<file path="src/rtl/pfs_pkg.sv">
package pfs_pkg;

    typedef enum logic [2:0] {
        ST_IDLE    = 3'd0,
        ST_POWERED = 3'd1,
        ST_FASTOFF = 3'd2,
        ST_BACKOFF = 3'd3,
        ST_THERMAL = 3'd4,
        ST_COOL    = 3'd5,
        ST_RESTART = 3'd6
    } pfs_state_e;

    function automatic int unsigned cnt_width(input int unsigned limit);
        return (limit < 2) ? 1 : $clog2(limit);
    endfunction

endpackage

</file>
<file path="src/rtl/pfs_tick_timer.sv">
module pfs_tick_timer #(
    parameter int unsigned LIMIT = 62
) (
    input  logic clk,
    input  logic rst_n,
    input  logic clr,
    input  logic adv,
    output logic hit
);
    localparam int unsigned CW = pfs_pkg::cnt_width(LIMIT);
    localparam logic [CW-1:0] LAST = CW'(LIMIT - 1);

    logic [CW-1:0] cnt_q;

    always_ff @(posedge clk or negedge rst_n) begin
        if (!rst_n) begin
            cnt_q <= '0;
        end else if (clr) begin
            cnt_q <= '0;
        end else if (adv && (cnt_q != LAST)) begin
            cnt_q <= cnt_q + 1'b1;
        end
    end

    assign hit = adv && !clr && (cnt_q == LAST);

endmodule

</file>
<file path="src/rtl/pfs_blinker.sv">
module pfs_blinker #(
    parameter int unsigned HALF_TICKS = 250
) (
    input  logic clk,
    input  logic rst_n,
    input  logic en,
    input  logic tick,
    output logic led
);
    localparam int unsigned CW = pfs_pkg::cnt_width(HALF_TICKS);
    localparam logic [CW-1:0] LAST = CW'(HALF_TICKS - 1);

    logic [CW-1:0] half_q;
    logic          phase_q;

    always_ff @(posedge clk or negedge rst_n) begin
        if (!rst_n) begin
            half_q  <= '0;
            phase_q <= 1'b0;
        end else if (!en) begin
            half_q  <= '0;
            phase_q <= 1'b0;
        end else if (tick) begin
            if (half_q == LAST) begin
                half_q  <= '0;
                phase_q <= ~phase_q;
            end else begin
                half_q <= half_q + 1'b1;
            end
        end
    end

    assign led = en && !phase_q;

endmodule

</file>
<file path="src/rtl/port_fault_supervisor.sv">
module port_fault_supervisor #(
    parameter int unsigned EXPIRE_MS   = 62,
    parameter int unsigned WAIT_MS     = 4000,
    parameter int unsigned LED_HALF_MS = 250
) (
    input  logic clk,
    input  logic rst_n,
    input  logic ms_tick,
    input  logic port_on_req,
    input  logic over_cut,
    input  logic severe_fault,
    input  logic over_temp,
    output logic gate_en,
    output logic fast_off,
    output logic led_flash,
    output logic detect_restart
);
    import pfs_pkg::*;

    pfs_state_e state_q, state_d;
    logic       sev_q;
    logic       sev_rise;
    logic       live;
    logic       waiting;
    logic       ovl_clr, ovl_hit;
    logic       wait_hit;
    logic       blink_led;

    assign sev_rise = severe_fault && !sev_q;
    assign live     = (state_q == ST_POWERED) || (state_q == ST_FASTOFF);
    assign waiting  = (state_q == ST_BACKOFF) || (state_q == ST_COOL);
    assign ovl_clr  = !live || !over_cut;

    // overload window: consecutive ticks with current above the cut level
    pfs_tick_timer #(.LIMIT(EXPIRE_MS)) i_ovl_timer (
        .clk   (clk),
        .rst_n (rst_n),
        .clr   (ovl_clr),
        .adv   (ms_tick && over_cut),
        .hit   (ovl_hit)
    );

    // back-off before detection restarts
    pfs_tick_timer #(.LIMIT(WAIT_MS)) i_wait_timer (
        .clk   (clk),
        .rst_n (rst_n),
        .clr   (!waiting),
        .adv   (ms_tick),
        .hit   (wait_hit)
    );

    pfs_blinker #(.HALF_TICKS(LED_HALF_MS)) i_blinker (
        .clk   (clk),
        .rst_n (rst_n),
        .en    (state_q == ST_BACKOFF),
        .tick  (ms_tick),
        .led   (blink_led)
    );

    always_ff @(posedge clk or negedge rst_n) begin
        if (!rst_n) begin
            state_q <= ST_IDLE;
            sev_q   <= 1'b0;
        end else begin
            state_q <= state_d;
            sev_q   <= severe_fault;
        end
    end

    always_comb begin
        state_d = state_q;
        unique case (state_q)
            ST_IDLE: begin
                if (over_temp)        state_d = ST_THERMAL;
                else if (port_on_req) state_d = ST_POWERED;
            end
            ST_POWERED: begin
                if (over_temp)         state_d = ST_THERMAL;
                else if (ovl_hit)      state_d = ST_BACKOFF;
                else if (sev_rise)     state_d = ST_FASTOFF;
                else if (!port_on_req) state_d = ST_IDLE;
            end
            ST_FASTOFF: begin
                if (over_temp)         state_d = ST_THERMAL;
                else if (ovl_hit)      state_d = ST_BACKOFF;
                else if (!port_on_req) state_d = ST_IDLE;
                else                   state_d = ST_POWERED;
            end
            ST_BACKOFF: begin
                if (over_temp)     state_d = ST_THERMAL;
                else if (wait_hit) state_d = ST_RESTART;
            end
            ST_THERMAL: begin
                if (!over_temp) state_d = ST_COOL;
            end
            ST_COOL: begin
                if (over_temp)     state_d = ST_THERMAL;
                else if (wait_hit) state_d = ST_RESTART;
            end
            ST_RESTART: begin
                if (over_temp) state_d = ST_THERMAL;
                else           state_d = ST_IDLE;
            end
            default: state_d = ST_IDLE;
        endcase
    end

    always_comb begin
        gate_en        = 1'b0;
        fast_off       = 1'b0;
        led_flash      = 1'b0;
        detect_restart = 1'b0;
        unique case (state_q)
            ST_POWERED: gate_en        = 1'b1;
            ST_FASTOFF: fast_off       = 1'b1;
            ST_BACKOFF: led_flash      = blink_led;
            ST_RESTART: detect_restart = 1'b1;
            default: ;
        endcase
    end

endmodule

</file>
<file path="config.mk">
export PLATFORM = sky130hd
export DESIGN_NAME = port_fault_supervisor
export DESIGN_NICKNAME = d
export VERILOG_FILES = /design/src/rtl/pfs_pkg.sv /design/src/rtl/pfs_tick_timer.sv /design/src/rtl/pfs_blinker.sv /design/src/rtl/port_fault_supervisor.sv
export SDC_FILE = /design/constraint.sdc
export NUM_CORES = 1
export LEC_CHECK = 0
export ABC_AREA = 1
export BUFFER_PORTS_ARGS = -buffer_cell sky130_fd_sc_hd__buf_4
export CORE_ASPECT_RATIO = 1.75
export CORE_UTILIZATION = 35
export DETAILED_ROUTE_END_ITERATION = 16
export GPL_ROUTABILITY_DRIVEN = 0
export PLACE_DENSITY = 0.58
export SETUP_SLACK_MARGIN = 0.02
export SLEW_MARGIN = 20
export SYNTH_ARGS = -nofsm -noshare
export SYNTH_HDL_FRONTEND = slang
export SYNTH_SLANG_ARGS = --single-unit
</file>
<file path="constraint.sdc">
create_clock -name clk -period 1.67 [get_ports clk]
set_input_delay 0.167 -clock clk [delete_from_list [all_inputs] [get_ports clk]]
set_output_delay 0.167 -clock clk [all_outputs]
set_load 0.02 [all_outputs]
</file>
==> parameters.txt, run 1 <==
Parameter                              Value

Final layout
  Fillcell total ... about 560
  Share of the core filled with cells in the final layout ... 42.5%
  Ant diodes ... 0
  Fraction of final layout cells with drive strength greater than 1 ... 19.3%
  Final #Nets ... 311
  Area growth from synthesis to layout ... 17.9%

Timing
  Worst setup skew after layout ... 0.00942 ns
  Count of final max-slew check failures ... 0
  Worst slew margin relative to its limit ... between 70% and 80%
  Final-layout worst hold slack ... ~0.19 ns
  Post-route setup TNS ... 0 ns
  Fin crit share ... 91.8%
  Crit path setup slack, layout ... 0.138 ns
  Number of setup violations in the final report ... 0
  Final worst path period need ... 1.53 ns
  Count of final hold-check violations ... 0
  Maximum clock frequency ... 653 MHz
  RSZ-0062 raised after global routing ... true
  Transition time of the tightest slew-check pin ... 0.446 ns

Clocking
  Number of buffers added by the clock tree synthesis step ... 5
  Clk slew on worst S/H paths ... 0.07 ns
  Latest clock arrival within the worst-skew pair ... 0.29 ns
  Maximum buffer depth of the clock tree ... 2
  TritonCTS clock tree ... yes
  Num Clock Sinks ... 31
  Level count of the clock H-tree ... 2
  Library cell used as clock root buffer ... clkbuf_8

Power and ir drop
  Psw ... 0.000842 W
  Flop pwr share ... 39.1%
  Maximum vdd ir drop ... 0.473 mV
  Clock Power Share ... roughly 30%
  Leakage power summed over all cells ... 1.10 nW
  Cell-internal power ... 0.00142 W
  Logic gate share of total power ... a little under a third
  Power per Cell Area ... 961 mW/mm²
  Switch share ... 37.2%

Synthesis
  Area fraction in compound gates after synthesis ... 6.83%
  Synth Area in Adders ... around 3.1%
  Combinational family with the most area after synthesis ... simple AND/OR/NAND/NOR gates
  Share of the synthesized netlist area taken by xor and xnor gates ... less than 1%
  Ys flop type ... dfrtp_1
  Mux share of post-synthesis cell area ... 0.501%
  Simple-gate area share of the yosys netlist ... 41.2%
  Most numerous cell types in the synthesized netlist ... nand2_1, inv_1, nor2_1, dfrtp_1, nand3_1
  Netlist area before placement ... 0.00200 mm²
  Area leader, netlist ... dfrtp_1
  Most numerous cell in the Yosys netlist ... nand2_1
  Synth top area share ... 38.8%
  Mean instance size in the synthesized netlist ... approximately 7.3 µm²
  Number of distinct library cells after synthesis ... 33
  Syn Nets ... 285
  Post-synth EDFFs ... 0
  Sequential-to-total area share from yosys stat ... between 30% and 40%
  FF+latch count, synth ... 31
  Number of instances in the synthesized netlist ... about 270
  Synth area leaders ... dfrtp_1, nand2_1, inv_1, nor2_1, nand3_1
  Async SR Flop Fraction ... 100%
  Synthesis Warnings ... 0

Drt
  Total number of vias ... 1781
  Final wirelength ... 4380 µm
  Number of violations reported at the end of detailed-routing iteration 0 ... 47
  Detailed-router iteration count before antenna repair ... 4
  Routed via count divided by cell count ... 4.74
  Routed wire per std cell ... between 10 and 15 µm
  Number of routed nets with antenna violations ... 0
  Number of remaining DRC errors ... 0

Hold path
  Path type of the worst min-delay path ... input port to flip-flop
  Worst hold stages ... 3
  Hold-critical path endpoint ... i_ovl_timer.cnt_q[1]$_DFFE_PN0P_
  Hold Path Origin ... over_cut

Floorplanning
  Count of pins on the block boundary ... 11
  Die X ... 59.1 µm
  Site Rows ... 36
  Floorplan die height ... 102 µm
  Placeable Area ... around 0.0055 mm²
  Starting utilization of the core area ... 36.0%
  Full die area ... 0.00602 mm²

Global routing
  Number of global-route vias before repair ... 1680
  Global Route Usage Sum ... around 16%
  Antenna violations before repair ... 0
  Maximum number of pins on one net before global-route repair ... 32
  Global-route wire length before repair ... 7400 µm
  Total congestion overflow after global routing ... 0

Status
  Status ... finished, final reports clean

Placed design
  Total of buffers placed on input and output ports ... 10
  Half-perimeter wire length after placement ... 3300 µm
  Place WS ... 0.147 ns

Critical path
  Worst reg2reg path startpoint ... state_q[0]$_DFFE_PN0P_
  Worst endpoint data arrival time ... between 1.5 and 2 ns
  Crit Reg-Reg Endpoint ... i_wait_timer.cnt_q[4]$_DFFE_PN0P_
  Cells on worst reg2reg path ... 9
  Capturing element type of the critical path ... flip-flop
  Type of the worst setup path ... flip-flop to flip-flop
  CP required ... 1.85 ns
  Worst setup SP type ... flip-flop
  Flop2flop setup slack ... roughly 0.14 ns
  Top fanout value on the critical path ... 11

Run
  Max-capacitance violation count ... 0
[kinds of logic after synthesis]
logic type | count (synthesis)
DFF | 31
adders and majority gates | 5
and+or+nand+nor | 168
xor gates and xnor gates | 2
muxes | 1
AOI/OAI and AO/OA | 23
buffers and inverters | 43
[power groups by stage]
stage	Clock, W	Sequential [W]	Combinational (W)
floorplan	0	0.000876	0.000536
global placement	0	0.000893	0.000695
detailed placement	0	0.000895	0.000686
CTS	0.000692	0.000884	0.000695
global route	0.000721	0.000893	0.000801
finish	0.000672	0.000884	0.000706
[cell type report]
cell class / instances / area, µm² / area share, %
Timing Repair Buffer: 20 / 155 / 6.59
Inverter: 42 / 160 / 6.80
Clock inverter: 1 / 7.51 / 0.319
Clock buffer: 7 / 96.3 / 4.09
Tap cell: 76 / 95.1 / 4.04
Sequential cell: 31 / 777 / 33.0
Multi-Input combinational cell: 199 / 1060 / 45.2
[repair_timing]
| action | 4_1_cts | 5_1_grt |
|---|---|---|
| endpoints found under the hold margin | 32 | 0 |
| hold buffers | 2 | 0 |
| resized for setup | 1 | 4 |
| pin swaps | 0 | 5 |
| setup buffers | 0 | 5 |
| endpoints found under the setup margin | 1 | 5 |
[registers in the layout (all words and copies together) (netlist names)]
register,flops
i_blinker.phase_q,1
i_ovl_timer.cnt_q,6
state_q,3
i_blinker.half_q,8
sev_q,1
i_wait_timer.cnt_q,12
[metal layers]
metal	up-vias	share of wire (%)	track usage, %
met4	0	2.0	6.96
met2	25	54	31.2
met1	826	41	16.7
met3	8	2.7	3.16
met5	-	0	0
li1	922	-	-
[worst max-delay path, stage by stage (launching register included)]
cell and delay [ns]:
dfrtp_2 0.45, nand2_1 0.14, nor2_4 0.06, buf_4 0.14, nor2_4 0.17, inv_4 0.11
nand2_4 0.14, inv_2 0.07, nor2_1 0.09, nor2_1 0.05
[layout by cell type (no fill, tap or decap), types with 2 or more instances in the layout]
master         netlist  final
o21ai_0              7      7
nor3_1              12     12
inv_1               38     38
inv_2                3      3
ha_1                 5      5
nand3_1             22     21
nor2_4               5      5
nor2_2               4      6
dlygate4sd3_1        0      2
nand2_2              3      3
o21ai_1              2      2
nand3_2              3      4
nand4_1              9      9
a21oi_1              6      5
clkbuf_8             0      7
dfrtp_1             31     30
buf_4                0     18
a21oi_2              1      2
nand2_4              4      4
nand2_1             69     69
nor2_1              34     32
[how the worst max path moves through the flow]
| stage | start | slack, ns | cells past startpoint | endpoint |
|---|---|---|---|---|
| floorplan | i_wait_timer.cnt_q[0]$_DFFE_PN0P_ | 0.26 | 8 | i_wait_timer.cnt_q[8]$_DFFE_PN0P_ |
| global placement | i_wait_timer.cnt_q[0]$_DFFE_PN0P_ | 0.18 | 9 | i_wait_timer.cnt_q[4]$_DFFE_PN0P_ |
| detailed placement | i_ovl_timer.cnt_q[1]$_DFFE_PN0P_ | 0.15 | 9 | state_q[1]$_DFFE_PN0P_ |
| CTS | state_q[1]$_DFFE_PN0P_ | 0.05 | 5 | led_flash |
| global route | state_q[0]$_DFFE_PN0P_ | 0.01 | 9 | i_wait_timer.cnt_q[4]$_DFFE_PN0P_ |
| finish | state_q[0]$_DFFE_PN0P_ | 0.14 | 9 | i_wait_timer.cnt_q[4]$_DFFE_PN0P_ |
[through the flow]
step / area, µm² / std cells / total power, W
floorplan: 2000 / 273 / 0.00141
detailed placement: 2180 / 361 / 0.00158
global route: 2350 / 376 / 0.00242
global placement: 2180 / 361 / 0.00159
CTS: 2300 / 371 / 0.00227
finish: 2350 / 376 / 0.00226
(Power assumes the default switching activity.)
==> run 2, diff against run 1 <==
clock period = 1.7 ns   (was 1.67 ns; I/O delays follow)
==> run 2 against run 1 <==
Sequential power fell by 2%. Cell area fell by 2.4%. Critical path type is now flip-flop to output pin. Clock power fell by 3%. Largest power group unchanged. Cell count fell by 1.6%. Hold slack improved by 0.021 ns. Combinational power fell by 4.7%. Via count fell by 1.3%.
==> parameters.txt, run 2 (synthesized netlist as in run 1, its figures left out) <==
Parameter                              Value

Status
  Status ... finished, final reports clean

Final layout
  Multi-input logic area ... 0.00105 mm² (-1.1%)
  Commonest cells after routing, fill and taps aside ... nand2_1, inv_1, nor2_1
  Fillcell total ... 579 (+3.0%)
  Final #Nets ... 305 (-1.9%)
  Largest register FFs ... 12 (unchanged)
  Area growth from synthesis to layout ... 15.1%
  Ant diodes ... 0 (unchanged)
  Combined flip-flop and latch cell area ... 777 µm² (unchanged)
  Share of the core filled with cells in the final layout ... 41.5% (-1.0 points)
  Post-route cell area ... 0.00230 mm² (-2.4%)
  Registers with the most flip-flops ... i_wait_timer.cnt_q x12, i_blinker.half_q x8, i_ovl_timer.cnt_q x6
  Register bank with the most flops ... i_wait_timer.cnt_q
  Most common cell after layout, fill and taps aside ... nand2_1
  Fraction of final layout cells with drive strength greater than 1 ... 16.7% (-2.7 points)

Drt
  Total number of vias ... 1757 (-1.3%)
  Number of routed nets with antenna violations ... 0 (unchanged)
  Final wirelength ... 4240 µm (-3.2%)
  Routed via count divided by cell count ... 4.75 (+0.25%)
  Routed wire per std cell ... 11.5 µm (-1.7%)
  Number of violations reported at the end of detailed-routing iteration 0 ... 61 (+30%)
  Detailed-router iteration count before antenna repair ... 4 (unchanged)
  Number of remaining DRC errors ... 0 (unchanged)

Placed design
  Place WS ... 0.183 ns (+0.0358 ns)
  Half-perimeter wire length after placement ... 3250 µm (-1.5%)
  Total of buffers placed on input and output ports ... 10 (unchanged)
  Area post-placement ... 0.00217 mm² (-0.34%)

Global routing
  Number of global-route vias before repair ... 1782 (+6.1%)
  Maximum number of pins on one net before global-route repair ... 32 (unchanged)
  Global Route Usage Sum ... 16.8% (+0.40 points)
  Global-route wire length before repair ... 7670 µm (+3.6%)
  Total congestion overflow after global routing ... 0 (unchanged)
  Antenna violations before repair ... 0 (unchanged)

Clocking
  Library cell used as clock root buffer ... clkbuf_8
  Number of setup buffers added after CTS ... 0 (unchanged)
  Maximum buffer depth of the clock tree ... 2 (unchanged)
  TritonCTS clock tree ... yes
  Number of buffers added by the clock tree synthesis step ... 5 (unchanged)
  Latest clock arrival within the worst-skew pair ... 0.28 ns (about the same)
  Num Clock Sinks ... 31 (unchanged)
  Level count of the clock H-tree ... 2 (unchanged)
  Clk slew on worst S/H paths ... 0.07 ns (about the same)

Timing
  Maximum clock frequency ... 624 MHz
  Final worst path period need ... 1.60 ns
  Worst slew margin relative to its limit ... 70.9% (+0.90 points)
  Final-layout worst hold slack ... 0.214 ns (+0.0205 ns)
  RSZ-0062 raised after global routing ... true
  Fin crit share ... 94.2%
  Number of setup violations in the final report ... 0 (unchanged)
  Count of final hold-check violations ... 0 (unchanged)
  Transition time of the tightest slew-check pin ... 0.433 ns (-0.0134 ns)
  Crit path setup slack, layout ... 0.0981 ns (-0.0396 ns)
  Worst setup skew after layout ... 0.00818 ns (-0.00124 ns)
  Count of final max-slew check failures ... 0 (unchanged)

Hold path
  Hold Path Origin ... over_cut
  Path type of the worst min-delay path ... input port to flip-flop
  Worst hold stages ... 3 (unchanged)
  Hold-critical path endpoint ... i_ovl_timer.cnt_q[1]$_DFFE_PN0P_

Critical path
  Top fanout value on the critical path ... 5 (-6)
  Type of the worst setup path ... flip-flop to output pin
  Worst endpoint data arrival time ... 1.43 ns (-0.28 ns)
  CP required ... 1.53 ns (-0.32 ns)
  Worst setup SP type ... flip-flop
  Flop2flop setup slack ... 0.19 ns (+0.05 ns)
  Cells on worst reg2reg path ... 9 (unchanged)
  Capturing element type of the critical path ... output pin
  Crit-path cells ... nand2_1 > nor2_4 > inv_1 > nor2_1 > buf_4
  Worst reg2reg path startpoint ... i_wait_timer.cnt_q[0]$_DFFE_PN0P_
  Stage delay of the slowest cell on the critical path ... 0.42 ns (-0.03 ns)
  Crit Reg-Reg Endpoint ... i_wait_timer.cnt_q[4]$_DFFE_PN0P_
  Slowest cell on crit path ... dfrtp_1
  Critical path startpoint ... state_q[1]$_DFFE_PN0P_

Run
  Max-capacitance violation count ... 0 (unchanged)

Floorplanning
  Starting utilization of the core area ... 36.0% (unchanged)
  Floorplan die height ... 102 µm (unchanged)
  Full die area ... 0.00602 mm² (unchanged)
  Site Rows ... 36 (unchanged)
  Count of pins on the block boundary ... 11 (unchanged)
  Die X ... 59.1 µm (unchanged)
  Placeable Area ... 0.00554 mm² (unchanged)

Power and ir drop
  Power per Cell Area ... 955 mW/mm² (-0.60%)
  Maximum vdd ir drop ... 0.584 mV (+23%)
  Leakage power summed over all cells ... 1.07 nW (-2.7%)
## run 2: cell type report
type / instances / share of cell area, %
multi-input cells: 199 / 45.8
flip-flops and latches: 31 / 33.8
inverters: 42 / 6.97
repair buffers: 14 / 4.79
clock buffers: 7 / 4.19
well taps: 76 / 4.14
clock inverters: 1 / 0.327
## run 2: how the worst max path moves through the flow
stage                                             end  slack [ns]  depth (start not counted)
floorplan           i_wait_timer.cnt_q[8]$_DFFE_PN0P_        0.29                          8
global placement    i_wait_timer.cnt_q[4]$_DFFE_PN0P_        0.22                          9
detailed placement             state_q[1]$_DFFE_PN0P_        0.18                          9
CTS                                         led_flash        0.04                          5
global route                                led_flash       -0.03                          5
finish                                      led_flash         0.1                          5
## run 2: critical path, delay by kind of cell (launching register included)
kind          cells  cell delay (ns)
flops             1             0.42
buf+inv           2             0.26
simple gates      3             0.46
## run 2: report_power, final
group | switching, W | internal (W)
Sequential | 0.0000735 | 0.000794
Combinational | 0.000458 | 0.000214
Clock | 0.000287 | 0.000368
## run 2: per-stage QoR
stage                     total power, W  TNS (ns)  cells
after CTS                        0.00222         0    370
after floorplan                  0.00139         0    273
final                            0.00220         0    370
after detailed placement         0.00155         0    360
after global routing             0.00235   -0.0293    370
after global placement           0.00155         0    360
## run 2: layer usage
metal	share of wire (%)	global-route usage (%)
met2	54	30.9
met1	40	17.8
met4	2.7	8.61
met3	2.5	2.66
met5	0	0
## run 2: timing repair
item,in CTS,in global routing
gates resized for setup,0,2
hold endpoints to repair,32,0
setup endpoints to repair,0,4
hold buffers,2,0
